===== src/rtl/gpioc_pkg.sv =====
`timescale 1ns/1ps
package gpioc_pkg;
    localparam int REG_W = 32;

    localparam logic [7:0] OFS_DIR  = 8'h00;
    localparam logic [7:0] OFS_IN   = 8'h08;
    localparam logic [7:0] OFS_OUT  = 8'h10;
    localparam logic [7:0] OFS_SET  = 8'h18;
    localparam logic [7:0] OFS_CLR  = 8'h20;
    localparam logic [7:0] OFS_MODE = 8'h30;

    typedef struct packed {
        logic [REG_W-1:0] dir;
        logic [REG_W-1:0] odat;
        logic [REG_W-1:0] mode;
        logic [REG_W-1:0] rdata;
    } regs_t;
endpackage


===== src/rtl/gpioc_sync.sv =====
`timescale 1ns/1ps
module gpioc_sync #(
    parameter int W = 32
) (
    input  logic         clk,
    input  logic         rst_n,
    input  logic [W-1:0] async_i,
    output logic [W-1:0] sync_o
);
    logic [W-1:0] s1_d, s1_q, s2_d, s2_q;

    always_comb begin
        s1_d = async_i;
        s2_d = s1_q;
    end

    always_ff @(posedge clk or negedge rst_n) begin
        if (!rst_n) begin
            s1_q <= '0;
            s2_q <= '0;
        end else begin
            s1_q <= s1_d;
            s2_q <= s2_d;
        end
    end

    assign sync_o = s2_q;
endmodule


===== src/rtl/gpioc_irq_shape.sv =====
`timescale 1ns/1ps
module gpioc_irq_shape #(
    parameter int N = 16
) (
    input  logic         clk,
    input  logic         rst_n,
    input  logic [N-1:0] sync_i,
    input  logic [N-1:0] inv_i,
    input  logic [N-1:0] mode_i,
    output logic [N-1:0] irq_o
);
    logic [N-1:0] prev_d, prev_q, irq_d, irq_q;

    assign prev_d = sync_i;

    for (genvar gi = 0; gi < N; gi++) begin : g_line
        always_comb begin
            if (mode_i[gi])
                irq_d[gi] = sync_i[gi] ^ prev_q[gi];
            else
                irq_d[gi] = sync_i[gi] ^ inv_i[gi];
        end


        edge_pulse_single_chk: assert property (@(posedge clk) disable iff (!rst_n)
            mode_i[gi] && irq_q[gi] && (sync_i[gi] == prev_q[gi]) |=> !irq_q[gi]);


        level_hold_chk: assert property (@(posedge clk) disable iff (!rst_n)
            !mode_i[gi] && !$past(mode_i[gi]) && $stable(sync_i[gi]) && $stable(inv_i[gi])
            |=> $stable(irq_q[gi]));
    end

    always_ff @(posedge clk or negedge rst_n) begin
        if (!rst_n) begin
            prev_q <= '0;
            irq_q  <= '0;
        end else begin
            prev_q <= prev_d;
            irq_q  <= irq_d;
        end
    end

    assign irq_o = irq_q;
endmodule


===== src/rtl/gpioc_top.sv =====
`timescale 1ns/1ps
module gpioc_top
    import gpioc_pkg::*;
#(
    parameter int NUM_PINS = 32,
    parameter int NUM_IRQ  = 16,
    parameter int ADDR_W   = 8
) (
    input  logic                clk,
    input  logic                rst_n,
    input  logic                wr_en,
    input  logic                rd_en,
    input  logic [ADDR_W-1:0]   addr,
    input  logic [REG_W-1:0]    wdata,
    output logic [REG_W-1:0]    rdata,
    input  logic [NUM_PINS-1:0] pin_in,
    output logic [NUM_PINS-1:0] pin_out,
    output logic [NUM_PINS-1:0] pin_oe,
    output logic [NUM_IRQ-1:0]  irq
);
    localparam logic [REG_W-1:0] PIN_MASK = REG_W'((64'd1 << NUM_PINS) - 64'd1);
    localparam logic [REG_W-1:0] IRQ_MASK = REG_W'((64'd1 << NUM_IRQ) - 64'd1);
    localparam logic [ADDR_W-1:0] A_DIR  = ADDR_W'(OFS_DIR);
    localparam logic [ADDR_W-1:0] A_IN   = ADDR_W'(OFS_IN);
    localparam logic [ADDR_W-1:0] A_OUT  = ADDR_W'(OFS_OUT);
    localparam logic [ADDR_W-1:0] A_SET  = ADDR_W'(OFS_SET);
    localparam logic [ADDR_W-1:0] A_CLR  = ADDR_W'(OFS_CLR);
    localparam logic [ADDR_W-1:0] A_MODE = ADDR_W'(OFS_MODE);

    regs_t r_d, r_q;
    logic [NUM_PINS-1:0] pin_sync;

    gpioc_sync #(.W(NUM_PINS)) u_sync (
        .clk     (clk),
        .rst_n   (rst_n),
        .async_i (pin_in),
        .sync_o  (pin_sync)
    );

    always_comb begin
        r_d       = r_q;
        r_d.rdata = '0;
        if (wr_en) begin
            case (addr)
                A_DIR:   r_d.dir  = wdata & PIN_MASK;
                A_OUT:   r_d.odat = wdata & PIN_MASK;
                A_SET:   r_d.odat = r_q.odat | (wdata & PIN_MASK);
                A_CLR:   r_d.odat = r_q.odat & ~wdata;
                A_MODE:  r_d.mode = wdata & IRQ_MASK;
                default: ;
            endcase
        end
        if (rd_en) begin
            case (addr)
                A_DIR:   r_d.rdata = r_q.dir;
                A_IN:    r_d.rdata = REG_W'(pin_sync);
                A_OUT:   r_d.rdata = r_q.odat;
                A_MODE:  r_d.rdata = r_q.mode;
                default: r_d.rdata = '0;
            endcase
        end
    end

    always_ff @(posedge clk or negedge rst_n) begin
        if (!rst_n) r_q <= '0;
        else        r_q <= r_d;
    end

    gpioc_irq_shape #(.N(NUM_IRQ)) u_shape (
        .clk    (clk),
        .rst_n  (rst_n),
        .sync_i (pin_sync[NUM_IRQ-1:0]),
        .inv_i  (r_q.odat[NUM_IRQ-1:0]),
        .mode_i (r_q.mode[NUM_IRQ-1:0]),
        .irq_o  (irq)
    );

    assign rdata   = r_q.rdata;
    assign pin_out = r_q.odat[NUM_PINS-1:0];
    assign pin_oe  = r_q.dir[NUM_PINS-1:0];


    dir_to_oe_chk: assert property (@(posedge clk) disable iff (!rst_n)
        wr_en && addr == A_DIR |=> pin_oe == $past(wdata[NUM_PINS-1:0]));


    set_bits_chk: assert property (@(posedge clk) disable iff (!rst_n)
        wr_en && addr == A_SET |=>
        (pin_out & $past(wdata[NUM_PINS-1:0])) == $past(wdata[NUM_PINS-1:0]));


    clr_bits_chk: assert property (@(posedge clk) disable iff (!rst_n)
        wr_en && addr == A_CLR |=> (pin_out & $past(wdata[NUM_PINS-1:0])) == '0);


    unmapped_zero_chk: assert property (@(posedge clk) disable iff (!rst_n)
        rd_en && addr != A_DIR && addr != A_IN && addr != A_OUT && addr != A_MODE
        |=> rdata == '0);


    idle_rdata_chk: assert property (@(posedge clk) disable iff (!rst_n)
        !rd_en |=> rdata == '0);
endmodule


===== config.mk =====
export PLATFORM = sky130hd
export DESIGN_NAME = gpioc_top
export DESIGN_NICKNAME = d
export VERILOG_FILES = /design/src/rtl/gpioc_pkg.sv /design/src/rtl/gpioc_sync.sv /design/src/rtl/gpioc_irq_shape.sv /design/src/rtl/gpioc_top.sv
export SDC_FILE = /design/constraint.sdc
export NUM_CORES = 1
export LEC_CHECK = 0
export CAP_MARGIN = 20
export CELL_PAD_IN_SITES_DETAIL_PLACEMENT = 1
export CELL_PAD_IN_SITES_GLOBAL_PLACEMENT = 2
export CORE_UTILIZATION = 31
export CTS_CLUSTER_DIAMETER = 100
export DETAILED_ROUTE_END_ITERATION = 8
export HOLD_SLACK_MARGIN = 0.08
export PLACE_DENSITY_LB_ADDON = 0.3
export REMOVE_ABC_BUFFERS = 1
export SLEW_MARGIN = 20
export SYNTH_ARGS = -nofsm -noshare
export SYNTH_HDL_FRONTEND = slang
export SYNTH_HIERARCHICAL = 1
export SYNTH_SLANG_ARGS = --single-unit

===== constraint.sdc =====
create_clock -name clk -period 1.1 [get_ports clk]
set_clock_uncertainty 0.05 [all_clocks]
set_input_delay 0.165 -clock clk [delete_from_list [all_inputs] [get_ports clk]]
set_output_delay 0.165 -clock clk [all_outputs]
set_load 0.03 [all_outputs]

==> After elaboration in Yosys (flattened, before gate mapping) <==
Cells that the tools add are included.
{ "word_totals": {"regBits": 208, "input_bits": 76, "output_inout_bits": 112, "word_cells": 72} }
{ "classes": {"n_eq_ne": 5, "reduce_logical": 5, "n_bitwise": 35, "mux": 19} }
{ "op_table": {"columns": ["cell", "count"], "rows": [
  ["32-bit case mux with 4 select lines", 1],
  ["32-bit case mux with 3 select lines", 1],
  ["32-bit bitwise AND", 1],
  ["32-bit two-way mux", 1],
  ["32-bit NOT", 1],
  ["32-bit OR", 1],
  ["1-bit bitwise XOR", 32],
  ["8-bit by 5-bit == test with 1-bit output, second input constant", 2],
  ["8-bit by 6-bit == test with 1-bit output, second input constant", 2],
  ["1-bit two-way mux", 16],
  ["8-bit by 4-bit == test with 1-bit output, second input constant", 1],
  ["8-bit zero test", 1],
  ["2-bit AND reduction", 3],
  ["3-bit nonzero test", 1]
]} }

==> Logic depth before layout (Yosys ltp) <==
Gate-level depths: netlist (run 1).
{ "depth": {"ltp_word": 3, "mapped_depth": 7, "ltp_nobuf": 4} }

==> Hierarchy <==
Netlist (run 1), hierarchy kept.
{ "by_module_without_submodules": {"columns": ["mod", "area_per_inst_um2", "seq_area_each_um2", "n_inst", "cells_per_inst"], "rows": [
  ["gpioc_top", 5820.6, 2802.7, 1, 482],
  ["gpioc_sync", 1601.5, 1601.5, 1, 64],
  ["gpioc_irq_shape", 1101.1, 800.8, 1, 64]
]} }

==> Worst setup path before layout (run 1) <==
No wires, ideal clock.
{ "synth_path": {"path_type": "input port to flip-flop", "from": "in addr[7]", "to": "reg r_q[37] (netlist bit)", "setup_ns": 0.125, "required_time_ns": 0.925, "path_slack_ns": -0.809, "path_stages": 7, "n_path_buf": 3, "arrival_ns": 1.734, "cell_sequence": "or3_1 > buf_2 > nor3_4 > and4_1 > buf_4 > buf_6 > mux2_2"} }
{ "synth_via": {"elab_chain_cells": 2} }
{ "synth_rtl": {"columns": ["element", "line", "source"], "rows": [
  ["start, declared", "gpioc_top.sv:13", "input logic [ADDR_W-1:0] addr,"],
  ["8-bit by 6-bit == test with 1-bit output", "gpioc_top.sv:44", "case (addr)"],
  ["2-bit AND reduction (no source line)", null, null],
  ["end signal, assigned", "gpioc_top.sv:66", "else r_q <= r_d;"],
  ["end, declared", "gpioc_top.sv:30", "regs_t r_d, r_q;"]
]} }
No other way between the ends.
A chain may end at the register's enable or synchronous reset.

==> Worst setup path in the final report (run 1) <==
{ "layout_path": {"from": "in addr[1]", "to": "reg r_q (netlist bit pin_out[10])"} }
{ "layout_via": {"elab_chain_cells": 3, "word_cells_on_any_way": 6, "cone_classes": "eq/ne: 3; mux: 1; reduce/logical: 2"} }
{ "layout_rtl": {"columns": ["element", "line"], "rows": [
  ["8-bit by 5-bit == test with 1-bit output / 8-bit by 6-bit == test with 1-bit output (equally long branches)", "gpioc_top.sv:44"],
  ["3-bit nonzero test (no source line)", null],
  ["2-bit AND reduction (no source line)", null]
]} }
Several ways; a longest one is shown, not always the timed one.

==> results of run 1 <==
-- sequential cells by signal, indices dropped and copies added, names as in the netlist --
name and flops:
pin_out 32, u_sync/sync_o 32, rdata 32, u_shape/irq_o 16, u_shape/prev_q 16, u_sync/s1_q 32
pin_oe 32, r_q 16
-- layout make-up --
class | instances | share of cell area
repair buffers | 405 | 0.326
inverters | 2 | 0.000548
clock inverters | 7 | 0.00666
well taps | 341 | 0.0311
multi-input cells | 273 | 0.207
clock buffers | 35 | 0.0498
flip-flops and latches | 208 | 0.380
-- layout by cell type (no fill, tap or decap), types with 3 or more instances in the layout --
master and instances:
dfrtp_1 208, buf_6 156, buf_4 101, clkdlybuf4s50_1 66, a22o_1 48, mux2_4 46
mux2_2 34, dlygate4sd3_1 33, nor2_1 32, a22oi_2 30, buf_12 28, clkbuf_16 26
o21ai_2 16, xnor2_1 16, o21ai_0 9, clkbuf_1 8, buf_16 8, mux2i_2 8
o21ai_1 7, buf_8 4, mux2i_1 4, mux2i_4 4, clkinv_2 3, clkbuf_8 3
buf_2 3
-- cells by family after synthesis --
group / count (synthesis) / synth area share
buf+inv: 129 / 0.104
flops: 208 / 0.611
compound gates: 115 / 0.101
mux: 96 / 0.138
simple gates: 46 / 0.0298
xor+xnor: 16 / 0.0164
-- cell usage after synthesis, types with 2 or more instances --
cell	instances
buf_2	6
dfrtp_1	208
o21ai_0	32
buf_4	97
a22oi_1	32
mux2i_1	16
mux2_4	30
inv_1	2
a22o_1	48
nor2_1	34
buf_6	4
clkbuf_1	19
xnor2_1	16
mux2_2	50
-- critical path, delay by kind of cell --
family	cells	cell delay, ps
AOI/OAI and AO/OA	3	520
buffers and inverters	6	790
and+or+nand+nor	1	390
-- metal layers --
| metal | share of wire | vias up |
|---|---|---|
| met5 | 0.00048 | - |
| met4 | 0.015 | 2 |
| met3 | 0.052 | 29 |
| met2 | 0.51 | 165 |
| met1 | 0.42 | 3016 |
| li1 | - | 2658 |
-- through the flow --
step | utilization | TNS [ps] | setup WS [ps] | power [W] | instance area, um2
floorplan | - | -172480 | -1660 | 0.00937 | 7640
global placement | 0.394 | -125270 | -1200 | 0.0107 | 10600
detailed placement | 0.394 | -128150 | -1230 | 0.0108 | 10600
CTS | 0.490 | -58010 | -387 | 0.0194 | 13200
global route | 0.509 | -69670 | -455 | 0.0201 | 13700
finish | 0.509 | -61420 | -408 | 0.0194 | 13700
-- timing repair --
| item | CTS | global route |
|---|---|---|
| setup buffers | 73 | 21 |
| pin swaps | 8 | 86 |
| setup endpoints to repair | 224 | 238 |
| gates cloned | 12 | 1 |
| endpoints found under the hold margin | 240 | 16 |
| resized for setup | 196 | 118 |
-- report_power, final --
| group | leakage, nW | total [W] | switching, W | internal [W] |
|---|---|---|---|---|
| Clock | 0.377 | 0.00793 | 0.00316 | 0.00476 |
| Sequential | 2.66 | 0.00834 | 0.000266 | 0.00807 |
| Combinational | 3.26 | 0.00309 | 0.00140 | 0.00169 |
| Total | 6.30 | 0.0194 | 0.00482 | 0.0145 |
-- final timing paths --
check / cells past startpoint / endpoint
worst max-delay path: 10 / pin_out[10]
min in group clk: 2 / pin_out[28]
worst min-delay path: 2 / u_sync/s1_q[5]
worst min register to register: 0 / u_sync/sync_o[18]
worst max register to register: 5 / rdata[10]
max in group asynchronous: 3 / pin_oe[19]
==> results.md, run 1 <==
* Outcome: complete, but fails checks
* Violated checks: setup timing
* Die W at 168 um
* Syn Std Cell Area at 0.00852 mm2
* Grt ovf at 0
* First-pass GRT wire length at 41,400 um
* Slew @ Worst Pin at 379 ps
* Final Max Tran Viols at 0
* Vias per Instance at 4.62
* Fin. Hold Viols at 0
* Share of cells above drive strength 1 at 0.524
* DR WL/cell at 21.4 um
* Routed wire length at 27,200 um
* GPL Wtd Cong at 0.800
* Count of final setup violators at 224
* Tcrit/Tclk final at 1.37
* Die Ht at 168 um
* RR Startpoint: pin_out[10]
* Cell Pwr Density at 1410 mW/mm2
* Final Critical Period at 1510 ps
* Leak at 6.30 nW
* Synth area leaders: dfrtp_1, buf_4, mux2_2
* Gr busiest metal: met2
* Area occupied by registers at 0.00520 mm2
* Synth Instances at 610
* M3 GR Usage at 0.0334
* Max_cap viols at 0
* Core Area at 0.0270 mm2
* Pin count of the biggest net entering global routing at 43
* Final #Nets at 991
* Htree depth at 1
* Startpoint types: input port
* Critical path class: in -> reg
* Starting DRT DRC Count at 242
* Number of library cell types mapped by synthesis at 30
* Worst R2R Setup Slack at -270 ps
* Root Buffer: clkbuf_16
* Prevailing post-synth register cell: dfrtp_1
* Initial antenna violation count at 1
* Ant. Diodes at 0
* Number of global-route vias before repair at 6,689
* Worst slew margin at 0.747
* Count of state elements after synthesis at 208
* RSZ-0062 raised after global routing: true
* IO buf count at 187
* Total CTS buffers at 25
* # DRC at 0
* CP Cell Sequence: buf_6, or3_4, buf_6, buf_12, a2111oi_4, buf_6, buf_12, buf_16, o21ai_2, a22o_1
* EDFF count, synth at 0
* Critical Path Most Common Cell: buf_6
* Post-route ant nets at 0
* Area occupied by multi-input gates at 0.00283 mm2
* Finished Layout Cells at 1,271
* VDD IR-drop max at 0.822 mV
* DP HPWL at 15,800 um
* Crit path capture type: flop
* Synth area leader: dfrtp_1
* Achievable frequency at 663 MHz
* DP Cell Count at 1,103
* Largest stage delay on the critical path at 390 ps
* DR pass1 iterations at 4
* Initial core utilization at 0.316
* Overall Global Routing Usage at 0.195
* Hold Buf Count CTS at 33
* TritonCTS clock tree: built
* Synth top area share at 0.611
* Clk buf depth at 3
* CP startpoint: addr[1]
* Critical path arrival at 1870 ps
* Worst-skew pair later-pin latency at 530 ps
* Syn Area/Cell at 14.0 um2
* YS warnings at 6
* Ys async rst share at 1.00
* Layout fillers at 2,583
* Final WS setup at -408 ps
* Sink Count at 208
* WHS at 66.5 ps
* Row cnt at 60
* CP required at 1460 ps
* DR vias at 5,870
* Slowest-stage cell, CP: or3_4
* Crit Path Max Fanout at 6
* Clk slew on worst S/H paths at 60 ps
* Hold Path Class: in -> async
* Met1 GRT Util at 0.251
* Area delta synth->final at 60.8%
* IO Pins at 188
* M2 GR Usage at 0.344
* Die area at 0.0282 mm2
* Sequential area share after synthesis at 0.611
Power figures use the tool's default switching activity.
==> run 2, diff against run 1 <==
--- a/constraint.sdc
+++ b/constraint.sdc
@@ -3,3 +3,3 @@
 set_input_delay 0.165 -clock clk [delete_from_list [all_inputs] [get_ports clk]]
 set_output_delay 0.165 -clock clk [all_outputs]
-set_load 0.03 [all_outputs]
+set_load 0.005 [all_outputs]
==> run 2 against run 1 <==
Net effect: the run still ends with setup timing left; count of clock-buffer cells in the layout up 3; flip-flop and latch count did not move; first-iteration DRC count is 5.8% higher; clock power increased by 4.3%; critical path depth down 2; total power is 2.5% lower; critical endpoint is now pin_oe[1]; largest power group unchanged.
==> results.md, run 2 (synthesis gave the netlist of run 1 again) <==
* Slowest-stage cell, CP: or3_4 (unchanged)
* M2 GR Usage at 0.357 (was 0.344)
* Final Critical Period at 1420 ps (was 1510 ps)
* Final Power at 0.0189 W (was 0.0194 W)
* Outcome: complete, but fails checks (unchanged)
* Final #Nets at 981 (was 991)
* Commonest non-fill, non-tap cell in the layout: dfrtp_1 (unchanged)
* RSZ-0062 raised after global routing: true (unchanged)
* Die W at 168 um (unchanged)
* Number of global-route vias before repair at 6,800 (was 6,689)
* DR WL/cell at 21.7 um (was 21.4 um)
* Crit path to: pin_oe[1] (was pin_out[10])
* Critical path class: in -> reg (unchanged)
* Post-route ant nets at 0 (unchanged)
* Row cnt at 60 (unchanged)
* GPL Wtd Cong at 0.769 (was 0.800)
* Root Buffer: clkbuf_16 (unchanged)
* Met1 GRT Util at 0.248 (was 0.251)
* Die area at 0.0282 mm2 (unchanged)
* Sw Ratio at 0.228 (was 0.249)
* Cell Pwr Density at 1480 mW/mm2 (was 1410 mW/mm2)
* Reg power frac at 0.441 (was 0.431)
* # DRC at 0 (unchanged)
* Achievable frequency at 702 MHz (was 663 MHz)
* Clk slew on worst S/H paths at 60 ps (about the same)
* Pin count of the biggest net entering global routing at 39 (was 43)
* Area delta synth->final at 50.0% (was 60.8%)
* Critical path arrival at 1760 ps (was 1870 ps)
* Worst R2R End: rdata[2] (was rdata[10])
* Layout fillers at 2,719 (was 2,583)
* Starting DRT DRC Count at 256 (was 242)
* IO Pins at 188 (unchanged)
* DR vias at 5,904 (was 5,870)
* Final Max Tran Viols at 0 (unchanged)
* First-pass GRT wire length at 42,300 um (was 41,400 um)
* Routed wire length at 27,500 um (was 27,200 um)
* Overall Global Routing Usage at 0.199 (was 0.195)
* Initial antenna violation count at 2 (was 1)
* VDD IR-drop max at 0.764 mV (was 0.822 mV)
* Vias per Instance at 4.67 (was 4.62)
* DP Area at 0.0107 mm2 (was 0.0106 mm2)
* Clk buf depth at 3 (unchanged)
* Total CTS buffers at 25 (unchanged)
* Share of cells above drive strength 1 at 0.506 (was 0.524)
* CP required at 1440 ps (was 1460 ps)
* Worst R2R Path Depth at 5 (unchanged)
* Die Ht at 168 um (unchanged)
* Initial core utilization at 0.316 (unchanged)
* Worst-skew pair later-pin latency at 510 ps (was 530 ps)
* M3 GR Usage at 0.0367 (was 0.0334)
* Sink Count at 208 (unchanged)
* IO buf count at 187 (unchanged)
* Crit Path Max Fanout at 8 (was 6)
* Slew @ Worst Pin at 398 ps (was 379 ps)
* Gr busiest metal: met2 (unchanged)
* Core Area at 0.0270 mm2 (unchanged)
* Largest stage delay on the critical path at 410 ps (was 390 ps)
* Leak at 6.12 nW (was 6.30 nW)
* Hold Path Class: in -> async (unchanged)
* DP HPWL at 15,900 um (was 15,800 um)
* RR Startpoint: pin_out[2] (was pin_out[10])
* Tcrit/Tclk final at 1.29 (was 1.37)
* TritonCTS clock tree: built (unchanged)
* Net Sw Power at 0.00431 W (was 0.00482 W)
* Final WS setup at -324 ps (was -408 ps)
* Worst R2R Setup Slack at -290 ps (was -270 ps)
* Htree depth at 1 (unchanged)
* Design area at 0.0128 mm2 (was 0.0137 mm2)
* Grt ovf at 0 (unchanged)
* Max_cap viols at 0 (unchanged)
* Crit path capture type: flop (unchanged)
* Comb pwr share at 0.121 (was 0.160)
* CP Cell Sequence: buf_6, or3_4, buf_6, nor4_4, nand3b_4, buf_12, buf_12, mux2_4 (was buf_6, or3_4, buf_6, buf_12, a2111oi_4, buf_6, buf_12, buf_16, o21ai_2, a22o_1)
* Pint at 0.0146 W (was 0.0145 W)
* Clock share of power at 0.438 (was 0.409)
* Worst slew margin at 0.734 (was 0.747)
* Fin. Hold Viols at 0 (unchanged)
* Startpoint types: input port (unchanged)
* WHS at 107 ps (was 66.5 ps)
* Count of final setup violators at 225 (was 224)
* Commonest cells after routing, fill and taps aside: dfrtp_1, buf_2, buf_4, clkdlybuf4s50_1, buf_6 (was dfrtp_1, buf_6, buf_4, clkdlybuf4s50_1, a22o_1)
* Violated checks: setup timing (unchanged)
* DR pass1 iterations at 4 (unchanged)
* CP startpoint: addr[7] (was addr[1])
==> run 2: cell count changes in the layout (fill, tap and decap cells not counted), sizes merged <==
cell / delta
inv: -1
clkbuf: +3
buf: -7
dlygate4sd2: -1
clkdlybuf4s15: -1
bufbuf: -1
diode: +1
clkinv: +1
==> run 2: what timing repair did <==
item	4_1_cts	5_1_grt
hold buffers	32	1
cloned	12	0
endpoints found under the setup margin	224	238
pin swaps	29	39
hold endpoints to repair	239	1
setup buffers	80	23
resized for setup	579	75
==> run 2: power groups by stage <==
| stage | registers, W | clock network, W | logic (W) |
|---|---|---|---|
| detailed placement | 0.00847 | 0 | 0.00191 |
| finish | 0.00832 | 0.00827 | 0.00228 |
| CTS | 0.00830 | 0.00851 | 0.00216 |
| floorplan | 0.00843 | 0 | 0.000476 |
| global placement | 0.00845 | 0 | 0.00186 |
| global route | 0.00836 | 0.00879 | 0.00245 |
==> run 2: worst min path at each step <==
stage | end | slack (ps)
2_1_floorplan | pin_oe[0] | -180
3_3_place_gp | u_sync/s1_q[5] | 70
3_5_place_dp | rdata[5] | 70
4_1_cts | u_sync/s1_q[2] | 80
5_1_grt | u_sync/s1_q[5] | 100
6_report | u_sync/s1_q[5] | 110
==> run 2: layout make-up <==
class / count / area (um2) / share of cell area
inverters: 2 / 7.51 / 0.000587
clock buffers: 38 / 744 / 0.0582
multi-input cells: 273 / 2760 / 0.216
diodes: 1 / 2.50 / 0.000196
repair buffers: 395 / 3550 / 0.277
flip-flops and latches: 208 / 5210 / 0.407
clock inverters: 7 / 87.6 / 0.00685
well taps: 341 / 427 / 0.0334
==> run 2: per-layer routing <==
metal  share of wire  vias to the layer above  wire [um]
met4           0.021                        2        571
met1            0.42                     3057      11600
met2            0.51                      161      14000
li1                -                     2647          -
met5         0.00047                        -         13
met3           0.048                       37       1320
==> run 2: metrics by stage <==
stage	util	setup slack [ps]	instances	setup TNS (ps)
6_report	0.474	-324	1265	-43780
5_1_grt	0.474	-347	1265	-51740
4_1_cts	0.466	-452	1261	-54550
3_5_place_dp	0.398	-1270	1093	-131620
3_3_place_gp	0.398	-1200	1093	-127830
2_1_floorplan	-	-1660	483	-172480
==> run 2: worst max-delay path: cells and delay by family <==
| kind | cells | cell delay (ps) |
|---|---|---|
| buf+inv | 4 | 540 |
| mux | 1 | 300 |
| simple gates | 3 | 740 |
